==> src/rtl/thr_pkg.sv <==
package thr_pkg;

    // Width of every frequency ratio carried by the block.
    parameter int unsigned RATIO_BITS = 8;

    typedef logic [RATIO_BITS-1:0] ratio_t;

    // Control loop state: idle, above limit, or counting down hysteresis.
    typedef enum logic [1:0] {
        TS_IDLE = 2'd0,
        TS_HOT  = 2'd1,
        TS_COOL = 2'd2
    } therm_state_e;

    // A held-back performance request.
    typedef struct packed {
        logic   valid;
        ratio_t ratio;
    } held_req_t;

    // True when a request must wait for the thermal event to end.
    function automatic logic ratio_exceeds(input ratio_t req, input ratio_t target);
        return req > target;
    endfunction

    // True when the given duty phase lies inside the on-window.
    function automatic logic in_on_window(input int unsigned phase,
                                          input int unsigned on_len);
        return phase < on_len;
    endfunction

endpackage

==> src/rtl/thr_hyst_fsm.sv <==
module thr_hyst_fsm
    import thr_pkg::*;
#(
    parameter int unsigned HYST_TICKS = 16
) (
    input  logic clk,
    input  logic rst,
    input  logic tick,
    input  logic over_temp,
    output logic active
);
    localparam int unsigned CW = (HYST_TICKS > 1) ? $clog2(HYST_TICKS) : 1;
    localparam logic [CW-1:0] LAST = CW'(HYST_TICKS - 1);

    therm_state_e state_q;
    logic [CW-1:0] cnt_q;

    always_ff @(posedge clk) begin
        if (rst) begin
            state_q <= TS_IDLE;
            cnt_q   <= '0;
        end else begin
            unique case (state_q)
                TS_IDLE: begin
                    if (over_temp) begin
                        state_q <= TS_HOT;
                    end
                end
                TS_HOT: begin
                    if (!over_temp) begin
                        state_q <= TS_COOL;
                        cnt_q   <= '0;
                    end
                end
                TS_COOL: begin
                    if (over_temp) begin
                        // Reheat before expiry: reload and keep control on.
                        state_q <= TS_HOT;
                        cnt_q   <= '0;
                    end else if (tick) begin
                        if (cnt_q == LAST) begin
                            state_q <= TS_IDLE;
                            cnt_q   <= '0;
                        end else begin
                            cnt_q <= cnt_q + CW'(1);
                        end
                    end
                end
                default: begin
                    state_q <= TS_IDLE;
                    cnt_q   <= '0;
                end
            endcase
        end
    end

    assign active = (state_q != TS_IDLE);

endmodule

==> src/rtl/thr_duty_gen.sv <==
module thr_duty_gen
    import thr_pkg::*;
#(
    parameter int unsigned PERIOD_TICKS = 32,
    parameter int unsigned ON_TICKS     = 8
) (
    input  logic clk,
    input  logic rst,
    input  logic tick,
    input  logic want_gate,
    output logic clk_en
);
    localparam int unsigned PW = (PERIOD_TICKS > 1) ? $clog2(PERIOD_TICKS) : 1;
    localparam logic [PW-1:0] LAST = PW'(PERIOD_TICKS - 1);

    logic [PW-1:0] phase_q;
    logic          gating_q;
    logic          wrap;

    assign wrap = tick && (phase_q == LAST);

    // Phase runs from the fixed reference regardless of the gate state.
    always_ff @(posedge clk) begin
        if (rst) begin
            phase_q <= '0;
        end else if (tick) begin
            phase_q <= wrap ? '0 : phase_q + PW'(1);
        end
    end

    // Gate decision latched only where a new period starts.
    always_ff @(posedge clk) begin
        if (rst) begin
            gating_q <= 1'b0;
        end else if (wrap) begin
            gating_q <= want_gate;
        end
    end

    generate
        if (ON_TICKS >= PERIOD_TICKS) begin : g_always_on
            assign clk_en = 1'b1;
        end else begin : g_windowed
            assign clk_en = !gating_q ||
                            in_on_window(int'(phase_q), ON_TICKS);
        end
    endgenerate

endmodule

==> src/rtl/thr_ratio_arb.sv <==
module thr_ratio_arb
    import thr_pkg::*;
#(
    parameter ratio_t RESET_RATIO = 8'd24
) (
    input  logic   clk,
    input  logic   rst,
    input  logic   active,
    input  logic   req_valid,
    input  ratio_t req_ratio,
    input  ratio_t opt_ratio,
    output ratio_t applied
);
    held_req_t held_q;
    logic      active_q;
    ratio_t    applied_q;
    logic      event_over;

    assign event_over = active_q && !active;

    always_ff @(posedge clk) begin
        if (rst) begin
            active_q <= 1'b0;
        end else begin
            active_q <= active;
        end
    end

    always_ff @(posedge clk) begin
        if (rst) begin
            held_q    <= '0;
            applied_q <= RESET_RATIO;
        end else if (req_valid) begin
            if (active && ratio_exceeds(req_ratio, opt_ratio)) begin
                // Upward move during an event: park it, newest wins.
                held_q.valid <= 1'b1;
                held_q.ratio <= req_ratio;
            end else begin
                applied_q    <= req_ratio;
                held_q.valid <= 1'b0;
            end
        end else if (event_over && held_q.valid) begin
            applied_q    <= held_q.ratio;
            held_q.valid <= 1'b0;
        end
    end

    assign applied = applied_q;

endmodule

==> src/rtl/thermal_throttle_ctrl.sv <==
module thermal_throttle_ctrl
    import thr_pkg::*;
#(
    parameter int unsigned PERIOD_TICKS = 32,
    parameter int unsigned ON_TICKS     = 8,
    parameter int unsigned HYST_TICKS   = 16,
    parameter ratio_t      RESET_RATIO  = 8'd24
) (
    input  logic                  clk,
    input  logic                  rst,
    input  logic                  tick_1us,
    input  logic                  over_temp,
    input  logic                  at_floor,
    input  logic                  req_valid,
    input  logic [RATIO_BITS-1:0] req_ratio,
    input  logic [RATIO_BITS-1:0] opt_ratio,
    output logic                  clk_gate_en,
    output logic                  therm_active,
    output logic [RATIO_BITS-1:0] applied_ratio
);
    logic active;

    thr_hyst_fsm #(
        .HYST_TICKS(HYST_TICKS)
    ) u_fsm (
        .clk      (clk),
        .rst      (rst),
        .tick     (tick_1us),
        .over_temp(over_temp),
        .active   (active)
    );

    thr_duty_gen #(
        .PERIOD_TICKS(PERIOD_TICKS),
        .ON_TICKS    (ON_TICKS)
    ) u_duty (
        .clk      (clk),
        .rst      (rst),
        .tick     (tick_1us),
        .want_gate(active && at_floor),
        .clk_en   (clk_gate_en)
    );

    thr_ratio_arb #(
        .RESET_RATIO(RESET_RATIO)
    ) u_arb (
        .clk      (clk),
        .rst      (rst),
        .active   (active),
        .req_valid(req_valid),
        .req_ratio(req_ratio),
        .opt_ratio(opt_ratio),
        .applied  (applied_ratio)
    );

    assign therm_active = active;

endmodule

==> config.mk <==
export PLATFORM = sky130hd
export DESIGN_NAME = thermal_throttle_ctrl
export DESIGN_NICKNAME = d
export VERILOG_FILES = /design/src/rtl/thr_pkg.sv /design/src/rtl/thr_hyst_fsm.sv /design/src/rtl/thr_duty_gen.sv /design/src/rtl/thr_ratio_arb.sv /design/src/rtl/thermal_throttle_ctrl.sv
export SDC_FILE = /design/constraint.sdc
export NUM_CORES = 1
export LEC_CHECK = 0
export ABC_CLOCK_PERIOD_IN_PS = 5100
export CAP_MARGIN = 40
export CORE_UTILIZATION = 61
export DETAILED_ROUTE_END_ITERATION = 8
export DONT_BUFFER_PORTS = 1
export GPL_TIMING_DRIVEN = 0
export PLACE_DENSITY = 0.77
export SYNTH_ARGS = -nofsm -noshare
export SYNTH_HDL_FRONTEND = slang
export SYNTH_SLANG_ARGS = --single-unit
==> constraint.sdc <==
create_clock -name clk -period 5.1 [get_ports clk]
set_input_delay 0 -clock clk [delete_from_list [all_inputs] [get_ports clk]]
set_output_delay 0 -clock clk [all_outputs]
set_load 0.05 [all_outputs]
# ---- Word level (Yosys, flattened, before mapping)
# Index checks and enable logic that the tools add are counted.
dict set report op_classes {
  eq_ne 9
  bitwise 1
  magnitude_cmp 2
  add_sub_neg 2
  muxes 18
  reduce_logical 15
}
# op count
set op_table {}
lappend op_table {{$mux W8} 3}
lappend op_table {{$mux W4} 4}
lappend op_table {{$pmux W4 S3} 1}
lappend op_table {{$mux W2} 5}
lappend op_table {{$gt A8 B8 Y1} 1}
lappend op_table {{$ne A2 B2 Y1 const B} 3}
lappend op_table {{$pmux W2 S3} 1}
lappend op_table {{$add A5 B1 Y5 const B} 1}
lappend op_table {{$eq A5 B5 Y1 const B} 1}
lappend op_table {{$logic_and A1 B1 Y1} 5}
lappend op_table {{$lt A5 B4 Y1 const B} 1}
lappend op_table {{$mux W5} 1}
lappend op_table {{$add A4 B1 Y4 const B} 1}
lappend op_table {{$eq A4 B4 Y1 const B} 1}
lappend op_table {{$reduce_and A2 Y1} 2}
lappend op_table {{$reduce_and A4 Y1} 1}
lappend op_table {{$reduce_bool A2 Y1} 2}
lappend op_table {{$mux W1} 3}
lappend op_table {{$ne A3 B2 Y1 const B} 1}
lappend op_table {{$ne A3 B3 Y1 const B} 1}
lappend op_table {{$reduce_and A3 Y1} 1}
lappend op_table {{$eq A2 B1 Y1 const B} 1}
lappend op_table {{$eq A2 B2 Y1 const B} 1}
lappend op_table {{$logic_not A1 Y1} 2}
lappend op_table {{3 further kinds} 3}
dict set report totals {
  register_bits 30
  inputBits 22
  elab_cells 55
  out_inout_bits 10
}

# ---- Longest topological paths before layout
# Gate-level depths: netlist of run 1.
dict set report logic_depth {
  word_depth 6
  mapped_depth 9
}

# ---- Cells and area by module
# From an unflattened synthesis of run 1, not the netlist that was laid out.
dict set report unflattened {
  cells_unflattened 181
  area_unflattened_um2 1646.6
}
# module seq_area_each_um2 n_inst area_per_inst_um2 cells_each
set by_module_without_submodules {}
lappend by_module_without_submodules {thr_ratio_arb 360.3 1 1022.2 110}
lappend by_module_without_submodules {thr_hyst_fsm 120.1 1 324.1 38}
lappend by_module_without_submodules {thr_duty_gen 120.1 1 294.0 32}
lappend by_module_without_submodules {thermal_throttle_ctrl 0.0 1 6.3 1}

# ---- Least setup slack after synthesis of run 1
# Ideal clock, no wire load.
dict set report synth_timing {
  path_kind {register to register}
  start {register u_fsm.state_q[1]}
  end {register u_arb.applied_q[6], in the netlist u_arb.applied[6]}
  path_stages_with_launch 8
  arrival_ns 1.773
  n_path_buf 2
  setup_time_ns 0.086
  setup_slack_ns 3.241
  synth_period_minus_slack_ns 1.859
  t_required_ns 5.014
  path_cell_list {dfxtp_1 > nor2_1 > inv_1 > and4_4 > buf_6 > clkbuf_1 > a211oi_1 > a211oi_1}
}
dict set report synth_between {
  elab_chain_len 6
}
# item line_no
set synth_lines {}
lappend synth_lines {{from (decl)} thr_hyst_fsm.sv:15} ;# therm_state_e state_q;
lappend synth_lines {{from (signal assigned)} thr_hyst_fsm.sv:20} ;# state_q <= TS_IDLE;
lappend synth_lines {{from (signal assigned)} thr_hyst_fsm.sv:26} ;# state_q <= TS_HOT;
lappend synth_lines {{from (signal assigned)} thr_hyst_fsm.sv:31} ;# state_q <= TS_COOL;
lappend synth_lines {{$reduce_bool A2 Y1 (*)} thr_hyst_fsm.sv:57} ;# assign active = (state_q != TS_IDLE);
lappend synth_lines {{net therm_active} thermal_throttle_ctrl.sv:18} ;# output logic therm_active,
lappend synth_lines {{$logic_not A1 Y1} thr_ratio_arb.sv:19} ;# assign event_over = active_q && !active;
lappend synth_lines {{$logic_and A1 B1 Y1} thr_ratio_arb.sv:19}
lappend synth_lines {{$logic_and A1 B1 Y1} thr_ratio_arb.sv:42} ;# end else if (event_over && held_q.valid) begin
lappend synth_lines {{$reduce_bool A2 Y1 (no line)} n/a}
lappend synth_lines {{$reduce_and A2 Y1 (no line) (*)} n/a}
lappend synth_lines {{to (signal assigned)} thr_ratio_arb.sv:39} ;# applied_q <= req_ratio;
lappend synth_lines {{to (signal assigned)} thr_ratio_arb.sv:43} ;# applied_q <= held_q.ratio;
lappend synth_lines {{to (decl)} thr_ratio_arb.sv:16} ;# ratio_t applied_q;
# The timed path passes the listed nets; every way through them passes the cells marked *.
# A chain may end at the register's enable or synchronous reset.

# ---- Worst setup path in the final report of run 1
# Same ends and word-level chain as after synthesis.

==> results.json, run 1 <==
{
  "grt_max_degree": 11,
  "viasPerCell": 5.90,
  "insertion_delay_ns": 0.32,
  "maxCapViolations": 0,
  "utilization_pct": 72.6,
  "p_total_w": 0.000471,
  "drt_first_pass_iters": 4,
  "crit_arrival_ns": 2.39,
  "drtIter0Drc": 34,
  "coreArea_mm2": 0.00248,
  "synth_top_flop_cell": "dfxtp_1",
  "die_area_mm2": 0.00281,
  "grt_overflow": 0,
  "initial_utilization_pct": 64.1,
  "place.gp.congestion": 0.784,
  "grt_pass1_vias": 1250,
  "p_clk_share_pct": 26.9,
  "r2r-end": "u_arb.applied[6]$_SDFFE_PP0P_",
  "maxUsedRoutingLayer": "met4",
  "pwr-share-seq_pct": 56.8,
  "hp-class": "input pin to flip-flop",
  "synth_seq_area_share_pct": 37.8,
  "r2r-start": "u_fsm.state_q[1]$_SDFFE_PP0P_",
  "crit_type": "flip-flop to flip-flop",
  "min-delay-start": "rst",
  "synth_edf_count": 0,
  "n_antenna_cell": 0,
  "critPathMaxStageDelay_ns": 0.41,
  "postRouteWirelength_mm": 3.32,
  "syn_inst": 189,
  "crit_family": "buffers and inverters",
  "post_cts_resize_count": 0,
  "async_flop_share_pct": 0,
  "via_count": 1410,
  "finalSetupViolCount": 0,
  "wl_met3_um": 143,
  "crit_top_cell": "a211oi_1",
  "avgRoutedWirePerCell_um": 13.9,
  "end_kind": "flip-flop",
  "cts.sinks": 30,
  "required_ns": 5.34,
  "final_nets": 242,
  "yosys-top-cells-area": "dfxtp_1, ha_1, a211oi_1",
  "placementRows": 18,
  "ant_nets": 0,
  "clk_path_buf_depth": 2,
  "path_clk_slew_ns": 0.08,
  "slew_violations": 0,
  "synth_area_mm2": 0.00159,
  "cp_num_buf_inv": 3,
  "grt_pass1_wl_mm": 5.04,
  "p_switching_w": 0.000143,
  "max_freq_mhz": 465,
  "slew_headroom_pct": 55.3,
  "drt-met1-wl_mm": 1.41,
  "grt_antenna_before_repair": 0,
  "syn_avg_cell_area_um2": 8.40,
  "wl_met2_mm": 1.70,
  "synth_top_area_share_pct": 37.8,
  "io_buffer_count": 0,
  "n_fill_cell": 201,
  "num_io_pins": 32,
  "cts_hold_buf": 12,
  "ys_types": 35,
  "min_to": "u_duty.phase_q[4]$_SDFFE_PP0P_",
  "swShare_pct": 30.4,
  "yosys.area.top_type": "dfxtp_1",
  "cts_setup_buffers": 0,
  "clock-root-buffer": "clkbuf_4",
  "drive_gt1_share_pct": 9.09,
  "drc": 0,
  "fin_crit_sh_pct": 42.2,
  "post-dp-hpwl_mm": 2.41,
  "tightest_slew_ns": 0.667,
  "numCtsBuffers": 5,
  "placed_cells": 220,
  "p_int_w": 0.000328,
  "irDropWorstVdd_mv": 0.216,
  "crit_slowest_cell": "inv_1",
  "fin_cells": 239,
  "setup_tns_ns": 0,
  "fin_crit_ns": 2.15,
  "areaGrowthSynthToFinish_pct": 13.2,
  "fp.dieW_um": 53.0,
  "r2r_slack_ns": 2.95,
  "hold-path-cell-count": 2,
  "htreeDepth": 2,
  "rsz0062_at_grt": "no",
  "grtUsageTotal_pct": 25.8,
  "cp_max_fo": 10,
  "synth_seq_cells": 30,
  "cts_tree": "done",
  "die_h_um": 53.0,
  "hold_violations": 0,
  "powerDensity_mw_per_mm2": 262,
  "cp_cell_sequence": "nor2_1 -> inv_1 -> and4_4 -> buf_6 -> clkbuf_1 -> a211oi_1 -> a211oi_1",
  "cp-start-kind": "flip-flop",
  "combPwrFrac_pct": 16.3,
  "yosysWarnings": 0,
  "rr_worst_depth": 7,
  "clock-skew-final_ns": 0.00590,
  "leakagePower_nw": 0.718,
  "syn_nets": 222,
  "outcome": "completed"
}
[placed cells by master, fill, tap and decap left out, types with 2 or more instances in the layout]
cell and count:
dfxtp_1 30, a21oi_1 21, nor2_1 18, inv_1 17, a211oi_1 15, o21ai_0 13
dlygate4sd3_1 12, ha_1 11, nand3_1 9, clkbuf_1 7, nor2b_1 7, nand2_1 7
mux2_2 6, clkbuf_4 5, mux2i_1 3, nand4_1 3, and3_1 2, buf_6 2
[synthesized netlist by cell type, types with 2 or more instances]
library cell	instances
dfxtp_1	30
inv_1	17
mux2i_1	3
nand3_1	9
buf_6	2
nor2_1	18
o21ai_0	14
ha_1	11
and3_1	2
nand4_1	3
clkbuf_1	5
a211oi_1	15
nand2_1	7
a21oi_1	21
nor2b_1	7
mux2_2	6
[stage by stage]
step / worst slack (ns) / area (um^2) / hold WS [ns]
3_5_place_dp: 2.97 / 1630 / 0.133
4_1_cts: 2.94 / 1800 / 0.0503
2_1_floorplan: 3.24 / 1590 / 0.119
6_report: 2.95 / 1800 / 0.0558
5_1_grt: 2.81 / 1800 / 0.0654
3_3_place_gp: 3.00 / 1630 / 0.124
[kinds of logic (layout without fill, tap and decap cells)]
logic type / count (synthesis) / after routing / synth area share (%)
AOI/OAI and AO/OA: 59 / 59 / 22.8
adders and majority gates: 11 / 11 / 8.67
buffers and inverters: 26 / 46 / 7.17
DFF: 30 / 30 / 37.8
muxes: 9 / 9 / 6.15
and+or+nand+nor: 54 / 54 / 17.4
[layer usage]
metal	global-route usage, %	vias to the layer above
met3	9.48	8
met1	24.4	647
li1	-	722
met4	13.6	0
met2	47.5	33
met5	0	-
[worst register-to-register path, delay by kind of cell, from the launching register on]
kind            cells  cell delay (ns)
simple gates        2             0.42
buf+inv             3             0.87
flops               1             0.40
compound gates      2             0.38
[state kept, by name, indices dropped and copies added (netlist names)]
signal           flops
u_arb.held_q         9
u_arb.applied        8
u_duty.phase_q       5
u_fsm.cnt_q          4
u_fsm.state_q        2
u_arb.active_q       1
u_duty.gating_q      1
[power by group through the flow]
stage                     clock, W  combinational [W]  sequential, W
after global routing      0.000141          0.0000848       0.000270
after detailed placement         0          0.0000681       0.000273
after CTS                 0.000132          0.0000762       0.000268
final                     0.000127          0.0000766       0.000268
after global placement           0          0.0000646       0.000273
after floorplan                  0          0.0000550       0.000272
[how the worst max path moves through the flow]
stage	slack (ns)	depth (start not counted)	start	to
after detailed placement	2.97	7	u_fsm.state_q[1]$_SDFFE_PP0P_	u_arb.applied[6]$_SDFFE_PP0P_
after CTS	2.94	7	u_fsm.state_q[1]$_SDFFE_PP0P_	u_arb.applied[6]$_SDFFE_PP0P_
after global routing	2.81	7	u_fsm.state_q[1]$_SDFFE_PP0P_	u_arb.applied[6]$_SDFFE_PP0P_
final	2.95	7	u_fsm.state_q[1]$_SDFFE_PP0P_	u_arb.applied[6]$_SDFFE_PP0P_
after floorplan	3.24	7	u_fsm.state_q[1]$_SDFFE_PP0P_	u_arb.applied[6]$_SDFFE_PP0P_
after global placement	3.00	7	u_fsm.state_q[1]$_SDFFE_PP0P_	u_arb.applied[6]$_SDFFE_PP0P_
[area by class of cell]
class                      count  area [um^2]  area share, %
buffer                         9         50.0           2.78
clock buffer                   7         45.0           2.51
inverter                      17         63.8           3.55
multi-input combinational    133          873           48.6
sequential                    30          601           33.4
tap                           30         37.5           2.09
timing repair buffer          13          128           7.10
No activity file was read; power rests on OpenSTA's default activity.
==> run 2, diff against run 1 <==
ABC_AREA = 1   (was unset)
ABC_CLOCK_PERIOD_IN_PS = 2150   (was 5100)
clock period = 2.15 ns   (was 5.1 ns; I/O delays follow)
==> results.json, run 2 <==
{
  "avgRoutedWirePerCell_um": 12.4,
  "end_kind": "flip-flop",
  "slew_headroom_pct": 65.6,
  "io_buffer_count": 0,
  "synth_seq_area_share_pct": 36.8,
  "drtIter0Drc": 51,
  "insertion_delay_ns": 0.33,
  "powerDensity_mw_per_mm2": 935,
  "grtUsageTotal_pct": 28.9,
  "cts.sinks": 30,
  "crit_type": "flip-flop to flip-flop",
  "yosys-top-cells-count": "nand2_1, dfxtp_1, inv_1",
  "final_nets": 291,
  "utilization_pct": 74.8,
  "largest_register": "u_arb.held_q",
  "yosys.area.top_type": "dfxtp_1",
  "hp-class": "input pin to flip-flop",
  "fp.dieW_um": 53.8,
  "tightest_slew_ns": 0.515,
  "ant_nets": 0,
  "syn_nets": 272,
  "outcome": "complete, but fails checks",
  "placed_cells": 270,
  "yosysWarnings": 0,
  "cp-start-kind": "flip-flop",
  "num_io_pins": 32,
  "whs_ns": -0.00562,
  "synth_seq_cells": 30,
  "mostFrequentLayoutCell": "nand2_1",
  "rsz0062_at_grt": "no",
  "slew_violations": 0,
  "post-dp-hpwl_mm": 2.51,
  "n_antenna_cell": 0,
  "violations": "negative hold slack",
  "final_cell_mix": "nand2_1, dfxtp_1, inv_1, nor2_1, a21oi_1",
  "yosys-top-cells-area": "dfxtp_1, nand2_1, ha_1",
  "place.gp.congestion": 0.859,
  "required_ns": 2.36,
  "leakagePower_nw": 0.867,
  "initial_utilization_pct": 65.4,
  "clk_path_buf_depth": 2,
  "die_h_um": 53.8,
  "max_freq_mhz": 604,
  "placementRows": 18,
  "largest_register_ffs": 9,
  "grt_pass1_vias": 1457,
  "cts_setup_buffers": 0,
  "die_area_mm2": 0.00289,
  "path_clk_slew_ns": 0.10,
  "coreArea_mm2": 0.00250,
  "synth_top_flop_cell": "dfxtp_1",
  "finalSetupViolCount": 0,
  "irDropWorstVdd_mv": 0.841,
  "crit_arrival_ns": 1.86,
  "hold_violations": 1,
  "synth.most_common_cell": "nand2_1",
  "grt_antenna_before_repair": 0,
  "htreeDepth": 2,
  "fin_crit_ns": 1.66,
  "async_flop_share_pct": 0,
  "synth_top_area_share_pct": 36.8,
  "clock-skew-final_ns": 0.00896,
  "numCtsBuffers": 5,
  "grt_overflow": 0,
  "grt_pass1_wl_mm": 5.84,
  "cts_hold_buf": 11,
  "clock-root-buffer": "clkbuf_4",
  "ys_types": 26,
  "grt_max_degree": 11,
  "cp_max_fo": 10,
  "fin_crit_sh_pct": 77.0,
  "drive_gt1_share_pct": 8.91,
  "areaGrowthSynthToFinish_pct": 14.5,
  "postRouteWirelength_mm": 3.57,
  "viasPerCell": 5.42,
  "maxCapViolations": 0,
  "n_fill_cell": 199,
  "fin_cells": 288,
  "cts_tree": "done",
  "drt_first_pass_iters": 4,
  "setup_tns_ns": 0,
  "drc": 0,
  "via_count": 1561,
  "synth_edf_count": 0,
  "synth_area_mm2": 0.00163,
  "post_cts_resize_count": 0,
  "syn_avg_cell_area_um2": 6.84,
  "syn_inst": 239
}
==> run 2: changes by cell type in the layout (fill, tap and decap cells not counted), sizes merged, moves of 8 or more <==
cell and change:
a211oi -14, inv +13, nand2 +70, nor2 +8
==> run 2: final timing paths <==
path	start	to	slack, ns	cells past startpoint
worst max register to register	u_fsm.state_q[1]$_SDFFE_PP0P_	u_arb.applied[4]$_SDFFE_PP1P_	0.49	8
worst min register to register	u_duty.gating_q$_SDFFE_PP0P_	u_duty.gating_q$_SDFFE_PP0P_	0.47	2
worst min-delay path	req_ratio[0]	u_arb.applied[0]$_SDFFE_PP0P_	-0.006	4
worst max-delay path	u_fsm.state_q[1]$_SDFFE_PP0P_	u_arb.applied[4]$_SDFFE_PP1P_	0.49	8
==> run 2: cell type report <==
class	count	area, um^2	area share (%)
tap	30	37.5	2.01
buffer	8	41.3	2.21
inverter	30	113	6.02
sequential	30	601	32.1
clock inverter	1	30.0	1.61
timing repair buffer	12	118	6.29
multi-input combinational	171	880	47.0
clock buffer	6	51.3	2.74
==> run 2: power breakdown <==
part           internal [W]  switching [W]
Combinational      0.000179       0.000366
Clock              0.000271       0.000199
Sequential         0.000625       0.000110
Total               0.00107       0.000675
==> run 2: cells by family after synthesis <==
group / Yosys count / synth area share (%)
adder cells (fa/ha/maj): 11 / 8.42
buffers and inverters: 38 / 9.42
AO/OA/AOI/OAI: 31 / 10.9
flip-flops: 30 / 36.8
XOR/XNOR: 2 / 1.07
AND/OR/NAND/NOR: 127 / 33.5
==> run 2: critical path, cell delays in order (launching register included) <==
cell	delay, ns
dfxtp_1	0.43
inv_2	0.06
nand2_4	0.20
nand2_2	0.10
a21oi_4	0.29
nand2_4	0.10
buf_2	0.19
nand3_1	0.09
nand3_1	0.08
==> run 2: metrics by stage <==
step / area, um^2 / setup slack, ns / power (W)
2_1_floorplan: 1630 / 0.731 / 0.00117
3_3_place_gp: 1670 / 0.555 / 0.00124
3_5_place_dp: 1680 / 0.519 / 0.00126
4_1_cts: 1870 / 0.504 / 0.00175
5_1_grt: 1870 / 0.348 / 0.00186
6_report: 1870 / 0.495 / 0.00175
==> run 2: per-layer routing <==
metal / GRT usage, % / part of all wire (%)
met4: 21.1 / 2.5
met1: 31.1 / 41
met3: 7.91 / 5.7
met2: 48.1 / 51
met5: 0 / 0
==> run 3, diff against run 2 <==
ABC_CLOCK_PERIOD_IN_PS = 1600   (was 2150)
clock period = 1.6 ns   (was 2.15 ns; I/O delays follow)
==> results.json, run 3 (same netlist as run 2, synthesis figures left out) <==
{
  "setup_tns_ns": 0,
  "hp-class": "input pin to flip-flop",
  "rsz0062_at_grt": "no",
  "required_ns": 1.81,
  "r2r_slack_ns": 0.11,
  "num_io_pins": 32,
  "whs_ns": -0.00433,
  "via_count": 1555,
  "place_area_mm2": 0.00168,
  "critPathMaxStageDelay_ns": 0.43,
  "avgRoutedWirePerCell_um": 12.0,
  "io_buffer_count": 0,
  "largest_register_ffs": 9,
  "clk_path_buf_depth": 2,
  "fin_crit_sh_pct": 92.9,
  "grt_pass1_wl_mm": 5.66,
  "post-dp-hpwl_mm": 2.51,
  "slew_headroom_pct": 65.5,
  "placementRows": 18,
  "crit_slowest_cell": "dfxtp_1",
  "cp_max_fo": 10,
  "initial_utilization_pct": 65.4,
  "areaGrowthSynthToFinish_pct": 15.5,
  "outcome": "complete, but fails checks",
  "die_area_mm2": 0.00289,
  "crit_type": "flip-flop to flip-flop",
  "crit_arrival_ns": 1.70,
  "mostFrequentLayoutCell": "nand2_1",
  "clock-skew-final_ns": 0.00853,
  "dp_slack_ns": -0.0310,
  "final_nets": 292,
  "die_h_um": 53.8,
  "grt_antenna_before_repair": 0,
  "numCtsBuffers": 5,
  "tightest_slew_ns": 0.517,
  "viasPerCell": 5.38,
  "n_antenna_cell": 0,
  "htreeDepth": 2,
  "slew_violations": 0,
  "crit_top_cell": "nand3_1",
  "leakagePower_nw": 0.873,
  "cp_cell_sequence": "inv_2 -> nand2_8 -> nand2_2 -> a21oi_4 -> nand2_4 -> buf_2 -> nand3_1 -> nand3_1",
  "final_cell_area_mm2": 0.00189,
  "grt_overflow": 0,
  "cts_tree": "done",
  "fp.dieW_um": 53.8,
  "grt_max_degree": 11,
  "ant_nets": 0,
  "coreArea_mm2": 0.00250,
  "grtUsageTotal_pct": 27.9,
  "cp-start-kind": "flip-flop",
  "drc": 0,
  "maxCapViolations": 0,
  "drive_gt1_share_pct": 9.27,
  "powerDensity_mw_per_mm2": 1260,
  "clock-root-buffer": "clkbuf_4",
  "largest_register": "u_arb.held_q",
  "max_freq_mhz": 673,
  "drtIter0Drc": 52,
  "place.gp.congestion": 0.859,
  "grt_pass1_vias": 1429,
  "end_kind": "flip-flop",
  "placed_cells": 270,
  "path_clk_slew_ns": 0.10,
  "hold_violations": 1,
  "final_cell_mix": "nand2_1, dfxtp_1, inv_1, nor2_1, a21oi_1",
  "p_total_w": 0.00239,
  "drt_first_pass_iters": 4,
  "irDropWorstVdd_mv": 1.21,
  "cts.sinks": 30,
  "setup_slack_ns": 0.113,
  "violations": "negative hold slack",
  "postRouteWirelength_mm": 3.47,
  "finalSetupViolCount": 0,
  "fin_crit_ns": 1.49,
  "fin_cells": 289,
  "insertion_delay_ns": 0.33
}
## run 3: cell count changes in the layout (fill, tap and decap cells not counted)
cell | previous run | this run
buf_4 | 1 | 2
nand2_4 | 3 | 2
nand2_8 | 0 | 1
## run 3: repair_timing
item                                   in CTS  in global routing
hold buffers                               11                  0
cloned                                      0                  0
endpoints found under the hold margin      21                  0
resized for setup                           0                  1
setup endpoints to repair                   5                  7
buffers inserted                            1                  0
## run 3: power breakdown
part	total, W	switching, W	internal [W]
combinational	0.000769	0.000504	0.000264
clock	0.000630	0.000266	0.000364
sequential	0.000988	0.000148	0.000839
total	0.00239	0.000919	0.00147
## run 3: worst max-delay path: cells and delay by family, from the launching register on
kind,cells,cell delay [ns]
AOI/OAI and AO/OA,1,0.17
buffers and inverters,2,0.28
and+or+nand+nor,5,0.49
DFF,1,0.43
## run 3: area by class of cell
class | count | area [um^2]
multi-input combinational | 171 | 888
clock buffer | 6 | 51.3
timing repair buffer | 13 | 125
inverter | 30 | 113
tap | 30 | 37.5
buffer | 8 | 41.3
clock inverter | 1 | 30.0
fill | 195 | 613
sequential | 30 | 601
## run 3: routing by layer
metal | global-route usage (%) | vias to the layer above | share of wire, %
li1 | - | 799 | -
met1 | 30.6 | 694 | 41
met2 | 47.5 | 52 | 51
met3 | 7.06 | 10 | 5.7
met4 | 17.5 | 0 | 2.1
met5 | 0 | - | 0
## run 3: through the flow
stage          hold WS, ns  utilization (%)
2_1_floorplan        0.167                -
3_3_place_gp         0.172             66.9
3_5_place_dp         0.179             67.2
4_1_cts           0.000853             75.1
5_1_grt             0.0424             75.5
6_report          -0.00433             75.5
## run 3: final timing paths
path | startpoint | to | cells after the start
worst max-delay path | u_fsm.state_q[1]$_SDFFE_PP0P_ | u_arb.applied[4]$_SDFFE_PP1P_ | 8
worst max register to register | u_fsm.state_q[1]$_SDFFE_PP0P_ | u_arb.applied[4]$_SDFFE_PP1P_ | 8
worst min-delay path | req_ratio[0] | u_arb.applied[0]$_SDFFE_PP0P_ | 4
worst min register to register | u_arb.held_q[2]$_SDFFE_PP0P_ | u_arb.held_q[2]$_SDFFE_PP0P_ | 2
